==> src/rtl/sp_pkg.sv <==
package sp_pkg;
   typedef enum logic [2:0] {
      ST_IDLE,
      ST_HEAD,    // first half bits, frame low
      ST_GAP,     // frame high pulse, eod low
      ST_BODY,    // second half bits, eod low
      ST_CLOSE,   // eod released, frame still low
      ST_WORD,    // full sample bits
      ST_MARK     // eod low pulse after word
   } sp_state_e;
endpackage

==> src/rtl/sp_framer.sv <==
module sp_framer
   import sp_pkg::*;
#(
   parameter int SAMPLE_W = 16,
   parameter int GAP_CYC  = 4,
   parameter bit CAPTURE  = 1'b0
) (
   input  logic                clk,
   input  logic                rst_n,
   input  logic                start_i,
   input  logic                word_mode_i,
   input  logic [SAMPLE_W-1:0] load_i,
   input  logic                ser_i,
   output logic                ser_o,
   output logic                frame_n_o,
   output logic                eod_n_o,
   output logic [SAMPLE_W-1:0] data_o,
   output logic                valid_o
);
   localparam int HALF = SAMPLE_W / 2;
   localparam int CW   = $clog2(SAMPLE_W + GAP_CYC + 1);

   sp_state_e           state_q;
   logic [CW-1:0]       cnt_q;
   logic [SAMPLE_W-1:0] shreg_q;
   logic [SAMPLE_W-1:0] load_val;
   logic                valid_q;
   logic                bit_in;
   logic                shifting;

   assign shifting = (state_q == ST_HEAD) || (state_q == ST_BODY) ||
                     (state_q == ST_WORD);

   generate
      if (CAPTURE) begin : g_rx
         logic samp_q;
         logic load_unused;
         always_ff @(negedge clk or negedge rst_n) begin
            if (!rst_n) samp_q <= 1'b0;
            else        samp_q <= ser_i;
         end
         assign bit_in      = samp_q;
         assign load_val    = '0;
         assign ser_o       = 1'b0;
         assign load_unused = ^load_i;
      end else begin : g_tx
         logic ser_unused;
         assign bit_in     = 1'b0;
         assign load_val   = load_i;
         assign ser_o      = shifting & shreg_q[SAMPLE_W-1];
         assign ser_unused = ser_i;
      end
   endgenerate

   always_ff @(posedge clk or negedge rst_n) begin
      if (!rst_n) begin
         state_q <= ST_IDLE;
         cnt_q   <= '0;
         shreg_q <= '0;
         valid_q <= 1'b0;
      end else begin
         valid_q <= 1'b0;
         if (shifting) shreg_q <= {shreg_q[SAMPLE_W-2:0], bit_in};
         unique case (state_q)
            ST_IDLE: begin
               if (start_i) begin
                  state_q <= word_mode_i ? ST_WORD : ST_HEAD;
                  cnt_q   <= '0;
                  shreg_q <= load_val;
               end
            end
            ST_HEAD: begin
               if (cnt_q == CW'(HALF - 1)) begin
                  state_q <= ST_GAP;
                  cnt_q   <= '0;
               end else cnt_q <= cnt_q + 1'b1;
            end
            ST_GAP: begin
               if (cnt_q == CW'(GAP_CYC - 1)) begin
                  state_q <= ST_BODY;
                  cnt_q   <= '0;
               end else cnt_q <= cnt_q + 1'b1;
            end
            ST_BODY: begin
               if (cnt_q == CW'(HALF - 1)) begin
                  state_q <= ST_CLOSE;
                  cnt_q   <= '0;
                  valid_q <= 1'b1;
               end else cnt_q <= cnt_q + 1'b1;
            end
            ST_WORD: begin
               if (cnt_q == CW'(SAMPLE_W - 1)) begin
                  state_q <= ST_MARK;
                  cnt_q   <= '0;
                  valid_q <= 1'b1;
               end else cnt_q <= cnt_q + 1'b1;
            end
            ST_CLOSE: state_q <= ST_IDLE;
            ST_MARK:  state_q <= ST_IDLE;
            default:  state_q <= ST_IDLE;
         endcase
      end
   end

   assign frame_n_o = !((state_q == ST_HEAD) || (state_q == ST_BODY) ||
                        (state_q == ST_CLOSE) || (state_q == ST_WORD));
   assign eod_n_o   = !((state_q == ST_GAP) || (state_q == ST_BODY) ||
                        (state_q == ST_MARK));
   assign data_o    = shreg_q;
   assign valid_o   = valid_q;
endmodule

==> src/rtl/sp_port.sv <==
module sp_port #(
   parameter int SAMPLE_W = 16,
   parameter int GAP_CYC  = 4
) (
   input  logic                clk,
   input  logic                rst_n,
   input  logic                word_mode_i,
   input  logic                sync_ctrl_i,
   input  logic                tx_start_i,
   input  logic                tx_primary_i,
   input  logic [SAMPLE_W-1:0] tx_data_i,
   input  logic                rx_start_i,
   input  logic                rx_sd_i,
   output logic                tx_sd_o,
   output logic                tx_frame_n_o,
   output logic                tx_eod_n_o,
   output logic                rx_frame_n_o,
   output logic                rx_eod_n_o,
   output logic [SAMPLE_W-1:0] rx_data_o,
   output logic                rx_valid_o
);
   generate
      if ((SAMPLE_W % 2) != 0 || SAMPLE_W < 4) begin : g_bad_width
         $error("sp_port: SAMPLE_W must be even and at least 4");
      end
      if (GAP_CYC < 1) begin : g_bad_gap
         $error("sp_port: GAP_CYC must be at least 1");
      end
   endgenerate

   logic                rx_go;
   logic                rx_ser_unused;
   logic                tx_valid_unused;
   logic [SAMPLE_W-1:0] tx_data_unused;

   // locked: receive follows primary transmit requests only
   assign rx_go = sync_ctrl_i ? (tx_start_i & tx_primary_i) : rx_start_i;

   sp_framer #(.SAMPLE_W(SAMPLE_W), .GAP_CYC(GAP_CYC), .CAPTURE(1'b0)) u_tx (
      .clk         (clk),
      .rst_n       (rst_n),
      .start_i     (tx_start_i),
      .word_mode_i (word_mode_i),
      .load_i      (tx_data_i),
      .ser_i       (1'b0),
      .ser_o       (tx_sd_o),
      .frame_n_o   (tx_frame_n_o),
      .eod_n_o     (tx_eod_n_o),
      .data_o      (tx_data_unused),
      .valid_o     (tx_valid_unused)
   );

   sp_framer #(.SAMPLE_W(SAMPLE_W), .GAP_CYC(GAP_CYC), .CAPTURE(1'b1)) u_rx (
      .clk         (clk),
      .rst_n       (rst_n),
      .start_i     (rx_go),
      .word_mode_i (word_mode_i),
      .load_i      ({SAMPLE_W{1'b0}}),
      .ser_i       (rx_sd_i),
      .ser_o       (rx_ser_unused),
      .frame_n_o   (rx_frame_n_o),
      .eod_n_o     (rx_eod_n_o),
      .data_o      (rx_data_o),
      .valid_o     (rx_valid_o)
   );
endmodule

==> config.mk <==
export PLATFORM = sky130hd
export DESIGN_NAME = sp_port
export DESIGN_NICKNAME = d
export VERILOG_FILES = /design/src/rtl/sp_pkg.sv /design/src/rtl/sp_framer.sv /design/src/rtl/sp_port.sv
export SDC_FILE = /design/constraint.sdc
export NUM_CORES = 1
export LEC_CHECK = 0
export CAP_MARGIN = 20
export CORE_AREA = 2 2 79 81
export CTS_CLUSTER_SIZE = 16
export DETAILED_ROUTE_END_ITERATION = 8
export DIE_AREA = 0 0 81 83
export DONT_BUFFER_PORTS = 1
export GPL_ROUTABILITY_DRIVEN = 0
export GPL_TIMING_DRIVEN = 0
export SKIP_LAST_GASP = 1
export SYNTH_ARGS = -nofsm -noshare
export SYNTH_HDL_FRONTEND = slang
export SYNTH_SLANG_ARGS = --single-unit
==> constraint.sdc <==
create_clock -name clk -period 2.59 [get_ports clk]
set_clock_uncertainty 0.05 [all_clocks]
set_input_delay 0 -clock clk [delete_from_list [all_inputs] [get_ports clk]]
set_output_delay 0 -clock clk [all_outputs]
set_load 0.01 [all_outputs]
==> results of run 1 <==
[sequential cells by signal (all words and copies together), names as in the netlist]
signal / flops
u_rx.bit_in: 1
u_rx.cnt_q: 5
u_rx.data_o: 16
u_rx.state_q: 3
u_rx.valid_o: 1
u_tx.cnt_q: 5
u_tx.data_o: 16
u_tx.state_q: 3
[stage by stage]
| step | instance area (um2) | instances | hold WS (ns) | total power [uW] |
|---|---|---|---|---|
| 6_report | 2992 | 378 | 0.02092 | 3421 |
| 4_1_cts | 2992 | 378 | 0.01095 | 3447 |
| 3_5_place_dp | 2679 | 350 | -0.3442 | 2905 |
| 2_1_floorplan | 2585 | 275 | -0.3456 | 2589 |
| 5_1_grt | 2992 | 378 | 0.02075 | 3752 |
| 3_3_place_gp | 2679 | 350 | -0.3446 | 2878 |
[critical path, cell delays in order, from the launching register on]
cell	delay, ns
dfrtn_1	0.44
nand2_1	0.06
a21oi_1	0.12
[kinds of logic after synthesis]
group / after synthesis / synth area share [%]
and+or+nand+nor: 101 / 18.59
buffers and inverters: 25 / 4.211
xor gates and xnor gates: 3 / 1.017
AOI/OAI and AO/OA: 72 / 17.86
adders and majority gates: 6 / 2.904
DFF: 50 / 48.40
muxes: 18 / 7.018
[layout make-up]
cell class	count	area, um2
Timing Repair Buffer	20	217.7
Inverter	9	33.78
Multi-Input combinational cell	200	1225
Clock buffer	5	68.82
Fill cell	529	2824
Tap cell	75	93.84
Buffer	16	75.07
Clock inverter	3	26.28
Sequential cell	50	1251
[cell usage after synthesis, drive strengths merged (2+ instances only)]
library cell and instances:
nor2 9, ha 6, nand2b 6, nor2b 4
xnor2 3, mux2i 17, nand2 61, nand3 6
o21a 2, buf 7, dfrtp 49, o31ai 2
a21oi 19, a311oi 2, and3 2, a21o 2
and2 4, clkbuf 9, or4b 2, o22ai 2
a32oi 2, nor3 2, inv 9, a22o 5
o21ai 22
[cells in the final DEF, fill, tap and decap left out, types with 6 or more instances in the layout]
cell type	n
nand2_1	61
a21oi_1	19
buf_2	6
inv_1	6
dlygate4sd3_1	19
dfrtp_1	49
nand3_1	6
o21ai_1	16
nor2_1	9
nand2b_1	6
clkbuf_1	9
ha_1	6
o21ai_0	6
mux2i_1	17
[power by group through the flow]
stage                     clock (uW)  combinational (uW)  sequential (uW)
after global routing             546                1720             1490
after floorplan                    0                1220             1370
after CTS                        508                1510             1430
final                            487                1500             1430
after detailed placement           0                1460             1440
after global placement             0                1440             1440
[layer usage]
layer / vias to the layer above / wire length, um / GRT usage (%)
met5: - / 0 / 0
met1: 979 / 2651 / 25.77
li1: 1012 / - / -
met2: 44 / 2549 / 25.92
met4: 0 / 65 / 5.085
met3: 8 / 214 / 4.457
[worst paths after layout]
path / slack, ns / end / cells after the start / start
max in group asynchronous: 1.87 / u_rx.bit_in / 0 / rst_n
hold / removal: 0.02 / u_rx.state_q[0] / 2 / tx_primary_i
hold reg to reg: 0.47 / u_tx.data_o[0] / 1 / u_tx.data_o[0]
min in group asynchronous: 0.16 / u_rx.data_o[0] / 2 / rst_n
setup reg to reg: 0.58 / u_rx.data_o[0] / 2 / u_rx.bit_in
setup / recovery: 0.58 / u_rx.data_o[0] / 2 / u_rx.bit_in
[timing repair]
action,in CTS,in global routing
setup endpoints to repair,0,0
hold buffers,20,0
hold endpoints to repair,68,0
==> results.sh, run 1 <==
export IMPL_outcome="complete, no violations"
export IMPL_clock_path_buffers=2
export IMPL_grt_pass1_vias=1968
export IMPL_p_seq_share_pct=41.8
export IMPL_synth_top_area_share_pct=47.43
export IMPL_finalHoldViolCount=0
export IMPL_ys_flop_type="dfrtp_1"
export IMPL_htreeDepth=2
export IMPL_wl_per_cell_um=14.50
export IMPL_hpwl_um=3618
export IMPL_grt_max_degree=50
export IMPL_ys_warn_count=0
export IMPL_die_area_um2=6723
export IMPL_nets=332
export IMPL_clkPwrFrac_pct=14.2
export IMPL_rsz0062_at_grt="no"
export IMPL_worstSetupEndpointType="register"
export IMPL_critPathKind="reg -> reg"
export IMPL_comb_power_share_pct=43.9
export IMPL_arrival_ns=2.21
export IMPL_ir_drop_mv=0.7123
export IMPL_drt_iter0_drc=88
export IMPL_io_buffers=0
export IMPL_cp_max_fo=1
export IMPL_gr_total_overflow=0
export IMPL_clkSinkCount=50
export IMPL_p_leak_uw=0.001352
export IMPL_hp_class="in -> reg"
export IMPL_dr_pass1_iters=4
export IMPL_root_buffer="clkbuf_8"
export IMPL_p_sw_uw=1450
export IMPL_synth_area_leaders="dfrtp_1 47%, nand2_1 8.9%, mux2i_1 6.6%, a21oi_1 3.7%, o21ai_1 3.1%"
export IMPL_maxCapViolCount=0
export IMPL_insertedDiodeCount=0
export IMPL_cts_repair_resize_count=0
export IMPL_drc=0
export IMPL_layout_drive_gt1_share_pct=8.251
export IMPL_max_freq_mhz=499.1
export IMPL_netlist_instances=275
export IMPL_die_w_um=81
export IMPL_start_kind="register"
export IMPL_vias_per_cell=5.405
export IMPL_post_route_worst_setup_slack_ns=0.5784
export IMPL_syn_area_um2=2585
export IMPL_die_y_um=83
export IMPL_power_internal_uw=1971
export IMPL_antenna_found_initial=0
export IMPL_synth_edff_count=0
export IMPL_cts_reportedPaths_clkPinSlew_ns=0.11
export IMPL_synth_area_leader_cell="dfrtp_1"
export IMPL_maxSlewViolCount=0
export IMPL_worstMarginPinSlew_ns=0.5005
export IMPL_drtAntennaViolNets=0
export IMPL_row_count=28
export IMPL_vias=2043
export IMPL_ys_ff_latch=50
export IMPL_cp_data_required_time_ns=2.79
export IMPL_wirelength_um=5480
export IMPL_period_share_pct=77.67
export IMPL_synth_avg_cell_area_um2=9.400
export IMPL_ys_async_sr_fraction_pct=100.0
export IMPL_fin_util_pct=51.44
export IMPL_setup_tns_ns=0
export IMPL_numCtsBuffers=5
export IMPL_max_slew_margin_rel_pct=66.64
export IMPL_setup_viol=0
export IMPL_syn_to_final_growth_pct=15.73
export IMPL_post_route_min_period_ns=2.012
export IMPL_syn_nets=305
export IMPL_powerDensity_nw_per_um2=1143
export IMPL_ios=46
export IMPL_synth_distinct_cells=52
export IMPL_cts_tree="yes"
export IMPL_grt_pass1_wl_um=9508
export IMPL_ys_seq_area_share_pct=48.40
export IMPL_coreArea_um2=5816
export IMPL_initial_core_util_pct=44.45
export IMPL_p_sw_share_pct=42.38
export IMPL_clock_latency_ns=0.31
export IMPL_pre_cts_ws_ns=0.5829
export IMPL_groute_usage_overall_pct=17.69
export IMPL_post_cts_repair_setup_buffers=0
Power figures use the tool's default switching activity.
==> run 2: changes to the inputs <==
--- a/config.mk
+++ b/config.mk
@@ -5,11 +5,12 @@
 export SDC_FILE = /design/constraint.sdc
 export NUM_CORES = 1
 export LEC_CHECK = 0
+export ABC_AREA = 1
 export CAP_MARGIN = 20
-export CORE_AREA = 2 2 79 81
+export CORE_AREA = 2 2 83 85
 export CTS_CLUSTER_SIZE = 16
 export DETAILED_ROUTE_END_ITERATION = 8
-export DIE_AREA = 0 0 81 83
+export DIE_AREA = 0 0 85 87
 export DONT_BUFFER_PORTS = 1
 export GPL_ROUTABILITY_DRIVEN = 0
 export GPL_TIMING_DRIVEN = 0
==> constraint.sdc (replaced) <==
create_clock -name clk -period 2 [get_ports clk]
set_clock_uncertainty 0.05 [all_clocks]
set_input_delay 0 -clock clk [delete_from_list [all_inputs] [get_ports clk]]
set_output_delay 0 -clock clk [all_outputs]
set_load 0.01 [all_outputs]
==> results.sh, run 2 <==
export IMPL_synthTopCellsByCount="110 x nand2_1, 49 x dfrtp_1, 43 x inv_1, 29 x nor2_1, 24 x nand3_1"
export IMPL_multiInputGateArea_um2=1308
export IMPL_drtAntennaViolNets=0
export IMPL_synth_edff_count=0
export IMPL_drt_iter0_drc=66
export IMPL_initial_core_util_pct=43.47
export IMPL_crit_chain="ha_1, nand2_2, nor2_1, ha_1, inv_1, nand2_1, nand2_2, nor2_4, inv_2, nand2_1, nand2_1"
export IMPL_dr_pass1_iters=4
export IMPL_cp_common_cell="nand2_1"
export IMPL_p_leak_uw=0.001773
export IMPL_placed_area_um2=2955
export IMPL_cp_max_fo=5
export IMPL_slowest_delay_ns=0.44
export IMPL_hp_class="in -> reg"
export IMPL_slowest_stage="dfrtp_1"
export IMPL_wirelength_um=5793
export IMPL_start_kind="register"
export IMPL_die_area_um2=7395
export IMPL_cts_reportedPaths_clkPinSlew_ns=0.10
export IMPL_fill_cells=623
export IMPL_clock_latency_ns=0.31
export IMPL_insertedDiodeCount=0
export IMPL_pre_cts_ws_ns=0.1834
export IMPL_cpLargestDelayFamily="simple AND/OR/NAND/NOR gates"
export IMPL_syn_to_final_growth_pct=15.60
export IMPL_io_buffers=0
export IMPL_ys_warn_count=0
export IMPL_synth_most_common_cell="nand2_1"
export IMPL_drt_met1_wl_um=2856
export IMPL_outcome="complete, no violations"
export IMPL_gr_total_overflow=0
export IMPL_layout_drive_gt1_share_pct=16.36
export IMPL_synth_area_leader_cell="dfrtp_1"
export IMPL_groute_usage_overall_pct=16.48
export IMPL_period_share_pct=91.55
export IMPL_wl_per_cell_um=12.46
export IMPL_netlist_instances=354
export IMPL_critPathKind="reg -> reg"
export IMPL_worstMarginPinSlew_ns=0.3925
export IMPL_cp_data_required_time_ns=2.16
export IMPL_maxCapViolCount=0
export IMPL_final_cell_mix="110 x nand2_1, 49 x dfrtp_1, 43 x inv_1"
export IMPL_grt_pass1_wl_um=9846
export IMPL_timing_hold_ws_ns=0.009668
export IMPL_root_buffer="clkbuf_8"
export IMPL_cp_buffers_inverters=2
export IMPL_max_slew_margin_rel_pct=73.72
export IMPL_regArea_um2=1251
export IMPL_ios=46
export IMPL_synth_area_leaders="dfrtp_1 43%, nand2_1 14%, inv_1 5.7%, nand3_1 4.2%, mux2_2 3.9%"
export IMPL_numCtsBuffers=5
export IMPL_powerDensity_nw_per_um2=1413
export IMPL_grt_max_degree=50
export IMPL_clock_path_buffers=2
export IMPL_drc=0
export IMPL_maxSlewViolCount=0
export IMPL_grt_pass1_vias=2132
export IMPL_setup_tns_ns=0
export IMPL_final_area_um2=3301
export IMPL_arrival_ns=1.99
export IMPL_htreeDepth=2
export IMPL_antenna_found_initial=0
export IMPL_post_route_worst_setup_slack_ns=0.1689
export IMPL_ys_seq_area_share_pct=43.82
export IMPL_final_common_cell="nand2_1"
export IMPL_wl_met3_um=296
export IMPL_syn_nets=384
export IMPL_rsz0062_at_grt="no"
export IMPL_fin_total_pwr_uw=4664
export IMPL_synth_avg_cell_area_um2=8.066
export IMPL_row_count=30
export IMPL_coreArea_um2=6569
export IMPL_route_met2_wl_um=2565
export IMPL_ys_ff_latch=50
export IMPL_syn_area_um2=2855
export IMPL_vias_per_cell=4.983
export IMPL_hpwl_um=4068
export IMPL_nets=414
export IMPL_post_route_min_period_ns=1.831
export IMPL_synth_top_area_share_pct=42.94
export IMPL_post_cts_repair_setup_buffers=0
export IMPL_setup_viol=0
export IMPL_worstSetupEndpointType="register"
export IMPL_die_w_um=85
export IMPL_die_y_um=87
export IMPL_finalHoldViolCount=0
export IMPL_synth_distinct_cells=28
export IMPL_max_freq_mhz=546.1
export IMPL_ys_async_sr_fraction_pct=100.0
export IMPL_vias=2317
export IMPL_cts_tree="yes"
export IMPL_topRoutingLayerUsed="met4"
export IMPL_clkSinkCount=50
export IMPL_ys_flop_type="dfrtp_1"
export IMPL_ir_drop_mv=0.6240
==> run 2: layer usage <==
layer | track usage (%) | vias up
li1 | - | 1193
met5 | 0 | -
met1 | 22.32 | 1066
met2 | 26.56 | 51
met3 | 3.981 | 7
met4 | 4.329 | 0
==> run 2: worst min-delay path, stage by stage <==
cell and delay [ns]:
nand3_1 0.07, nand3_1 0.12, nand3_1 0.11, nand2_1 0.04
==> run 2: final cells by class <==
| type | instances | share of cell area, % |
|---|---|---|
| tap | 80 | 3.033 |
| inverter | 49 | 5.572 |
| clock buffer | 5 | 2.085 |
| sequential | 50 | 37.91 |
| timing repair buffer | 23 | 7.506 |
| buffer | 10 | 3.412 |
| multi-input combinational | 245 | 39.61 |
| clock inverter | 3 | 0.8719 |
==> run 2: cell families after synthesis <==
| family | after synthesis | synth area share, % |
|---|---|---|
| AO/OA/AOI/OAI | 28 | 5.916 |
| adder cells (fa/ha/maj) | 6 | 2.629 |
| buffers and inverters | 59 | 10.39 |
| flip-flops | 50 | 43.82 |
| multiplexers | 16 | 7.099 |
| AND/OR/NAND/NOR | 195 | 30.15 |
==> run 2: final timing paths <==
path	from	to	slack [ns]	cells after the start
worst max register to register	u_rx.cnt_q[0]	u_rx.state_q[0]	0.17	11
worst min-delay path	tx_primary_i	u_rx.state_q[0]	0.01	4
worst min register to register	u_tx.data_o[2]	u_tx.data_o[3]	0.50	2
worst max-delay path	u_rx.cnt_q[0]	u_rx.state_q[0]	0.17	11
max in group asynchronous	rst_n	u_tx.cnt_q[4]	1.53	2
min in group asynchronous	rst_n	u_tx.data_o[12]	0.14	2
==> run 2: timing repair <==
action / in CTS / in global routing
hold buffers: 23 / 0
endpoints found under the setup margin: 0 / 0
endpoints found under the hold margin: 71 / 0
resized for setup: 0 / 0
==> run 2: power breakdown <==
| part | switching, uW | internal, uW | leakage, uW | total, uW |
|---|---|---|---|---|
| Combinational | 1340 | 938 | 0.00108 | 2280 |
| Clock | 377 | 260 | 0.0000502 | 637 |
| Sequential | 343 | 1400 | 0.000644 | 1750 |
| Total | 2060 | 2600 | 0.00177 | 4660 |
==> run 2: through the flow <==
step	utilization [%]	cells
after floorplan	-	354
after global placement	44.99	434
after detailed placement	44.99	434
after CTS	50.25	465
after global routing	50.25	465
final	50.25	465
==> run 3: changes to the inputs <==
--- a/config.mk
+++ b/config.mk
@@ -7,10 +7,10 @@
 export LEC_CHECK = 0
 export ABC_AREA = 1
 export CAP_MARGIN = 20
-export CORE_AREA = 2 2 83 85
+export CORE_AREA = 2 2 116 62
 export CTS_CLUSTER_SIZE = 16
 export DETAILED_ROUTE_END_ITERATION = 8
-export DIE_AREA = 0 0 85 87
+export DIE_AREA = 0 0 118 64
 export DONT_BUFFER_PORTS = 1
 export GPL_ROUTABILITY_DRIVEN = 0
 export GPL_TIMING_DRIVEN = 0
==> results.sh, run 3 (same netlist as run 2, synthesis figures left out) <==
export IMPL_fin_util_pct=52.05
export IMPL_wl_met3_um=544
export IMPL_post_route_worst_setup_slack_ns=0.1384
export IMPL_ir_drop_mv=0.5387
export IMPL_cp_data_required_time_ns=2.18
export IMPL_wirelength_um=6345
export IMPL_maxSlewViolCount=0
export IMPL_cts_reportedPaths_clkPinSlew_ns=0.07
export IMPL_drt_iter0_drc=192
export IMPL_cp_max_fo=5
export IMPL_r2r_setup_slack_ns=0.14
export IMPL_worstMarginPinSlew_ns=0.4505
export IMPL_stdcell_count=476
export IMPL_root_buffer="clkbuf_16"
export IMPL_max_slew_margin_rel_pct=69.84
export IMPL_gr_total_overflow=0
export IMPL_outcome="complete, no violations"
export IMPL_dr_pass1_iters=4
export IMPL_final_cell_mix="110 x nand2_1, 48 x dfrtp_1, 43 x inv_1"
export IMPL_worstSetupEndpointType="register"
export IMPL_nets=413
export IMPL_setup_tns_ns=0
export IMPL_syn_to_final_growth_pct=18.32
export IMPL_groute_usage_overall_pct=18.47
export IMPL_ios=46
export IMPL_p_leak_uw=0.001795
export IMPL_grt_pass1_wl_um=10980
export IMPL_vias_per_cell=4.859
export IMPL_finalHoldViolCount=0
export IMPL_drt_met1_wl_um=3415
export IMPL_grt_max_degree=50
export IMPL_htreeDepth=2
export IMPL_topRoutingLayerUsed="met4"
export IMPL_layout_drive_gt1_share_pct=16.67
export IMPL_initial_core_util_pct=43.99
export IMPL_row_count=21
export IMPL_post_cts_repair_setup_buffers=0
export IMPL_setup_viol=0
export IMPL_fill_cells=599
export IMPL_rsz0062_at_grt="no"
export IMPL_drtAntennaViolNets=0
export IMPL_post_route_min_period_ns=1.862
export IMPL_die_y_um=64
export IMPL_multiInputGateArea_um2=1310
export IMPL_hpwl_um=4478
export IMPL_io_buffers=0
export IMPL_die_w_um=118
export IMPL_powerDensity_nw_per_um2=1501
export IMPL_pre_cts_ws_ns=0.08723
export IMPL_clkSinkCount=50
export IMPL_max_freq_mhz=537.2
export IMPL_placed_area_um2=2970
export IMPL_maxCapViolCount=0
export IMPL_period_share_pct=93.08
export IMPL_drc=0
export IMPL_antenna_found_initial=1
export IMPL_grt_pass1_vias=2232
export IMPL_start_kind="register"
export IMPL_critPathKind="reg -> reg"
export IMPL_dp_cells=446
export IMPL_route_met2_wl_um=2325
export IMPL_vias=2313
export IMPL_wl_per_cell_um=13.33
export IMPL_final_area_um2=3378
export IMPL_clock_path_buffers=2
export IMPL_coreArea_um2=6490
export IMPL_die_area_um2=7552
export IMPL_hp_class="in -> reg"
export IMPL_insertedDiodeCount=0
export IMPL_arrival_ns=2.04
export IMPL_regArea_um2=1252
export IMPL_cts_tree="yes"
export IMPL_clock_latency_ns=0.31
export IMPL_numCtsBuffers=5
export IMPL_final_common_cell="nand2_1"
run 3: critical path, cell delays in order, from the launching register on:
cell,delay [ns]
dfrtp_2,0.41
ha_1,0.23
nand2_2,0.10
nor2_2,0.14
ha_1,0.18
inv_1,0.09
nand2_1,0.12
nand2_2,0.08
nor2_4,0.16
nand3_1,0.15
nand2_1,0.09
run 3: through the flow:
stage,total power (uW),hold WS [ns]
after floorplan,3554,-0.3456
after global placement,4000,-0.3437
after detailed placement,4028,-0.3434
after CTS,5080,0.02133
after global routing,5515,0.06158
final,5070,0.03362
run 3: final cells by class:
type	count	share of cell area, %
Clock inverter	2	1.111
Sequential cell	50	37.07
Clock buffer	6	3.815
Inverter	49	5.444
Buffer	10	3.333
Tap cell	92	3.407
Timing Repair Buffer	22	7.037
Multi-Input combinational cell	245	38.78
run 3: power by group:
group / total, uW / internal [uW] / switching (uW)
clock: 970 / 591 / 379
sequential: 1750 / 1410 / 348
combinational: 2350 / 937 / 1410
run 3: repair_timing:
| action | 4_1_cts | 5_1_grt |
|---|---|---|
| hold buffers | 22 | 0 |
| gates resized for setup | 0 | 2 |
| setup endpoints to repair | 0 | 4 |
| hold endpoints to repair | 69 | 0 |
run 3: routing by layer:
metal  vias to the layer above  global-route usage, %
li1                       1185                      -
met1                      1058                  28.93
met2                        63                  24.56
met3                         7                  5.893
met4                         0                  3.163
met5                         -                      0
run 3: worst paths after layout:
kind / cells past startpoint / end / from
max reg2reg: 10 / u_rx.state_q[2] / u_rx.cnt_q[0]
max in group asynchronous: 2 / u_rx.data_o[6] / rst_n
min: 3 / u_tx.data_o[1] / tx_start_i
max: 10 / u_rx.state_q[2] / u_rx.cnt_q[0]
min in group asynchronous: 2 / u_tx.state_q[1] / rst_n
min reg2reg: 1 / u_rx.cnt_q[0] / u_rx.cnt_q[0]
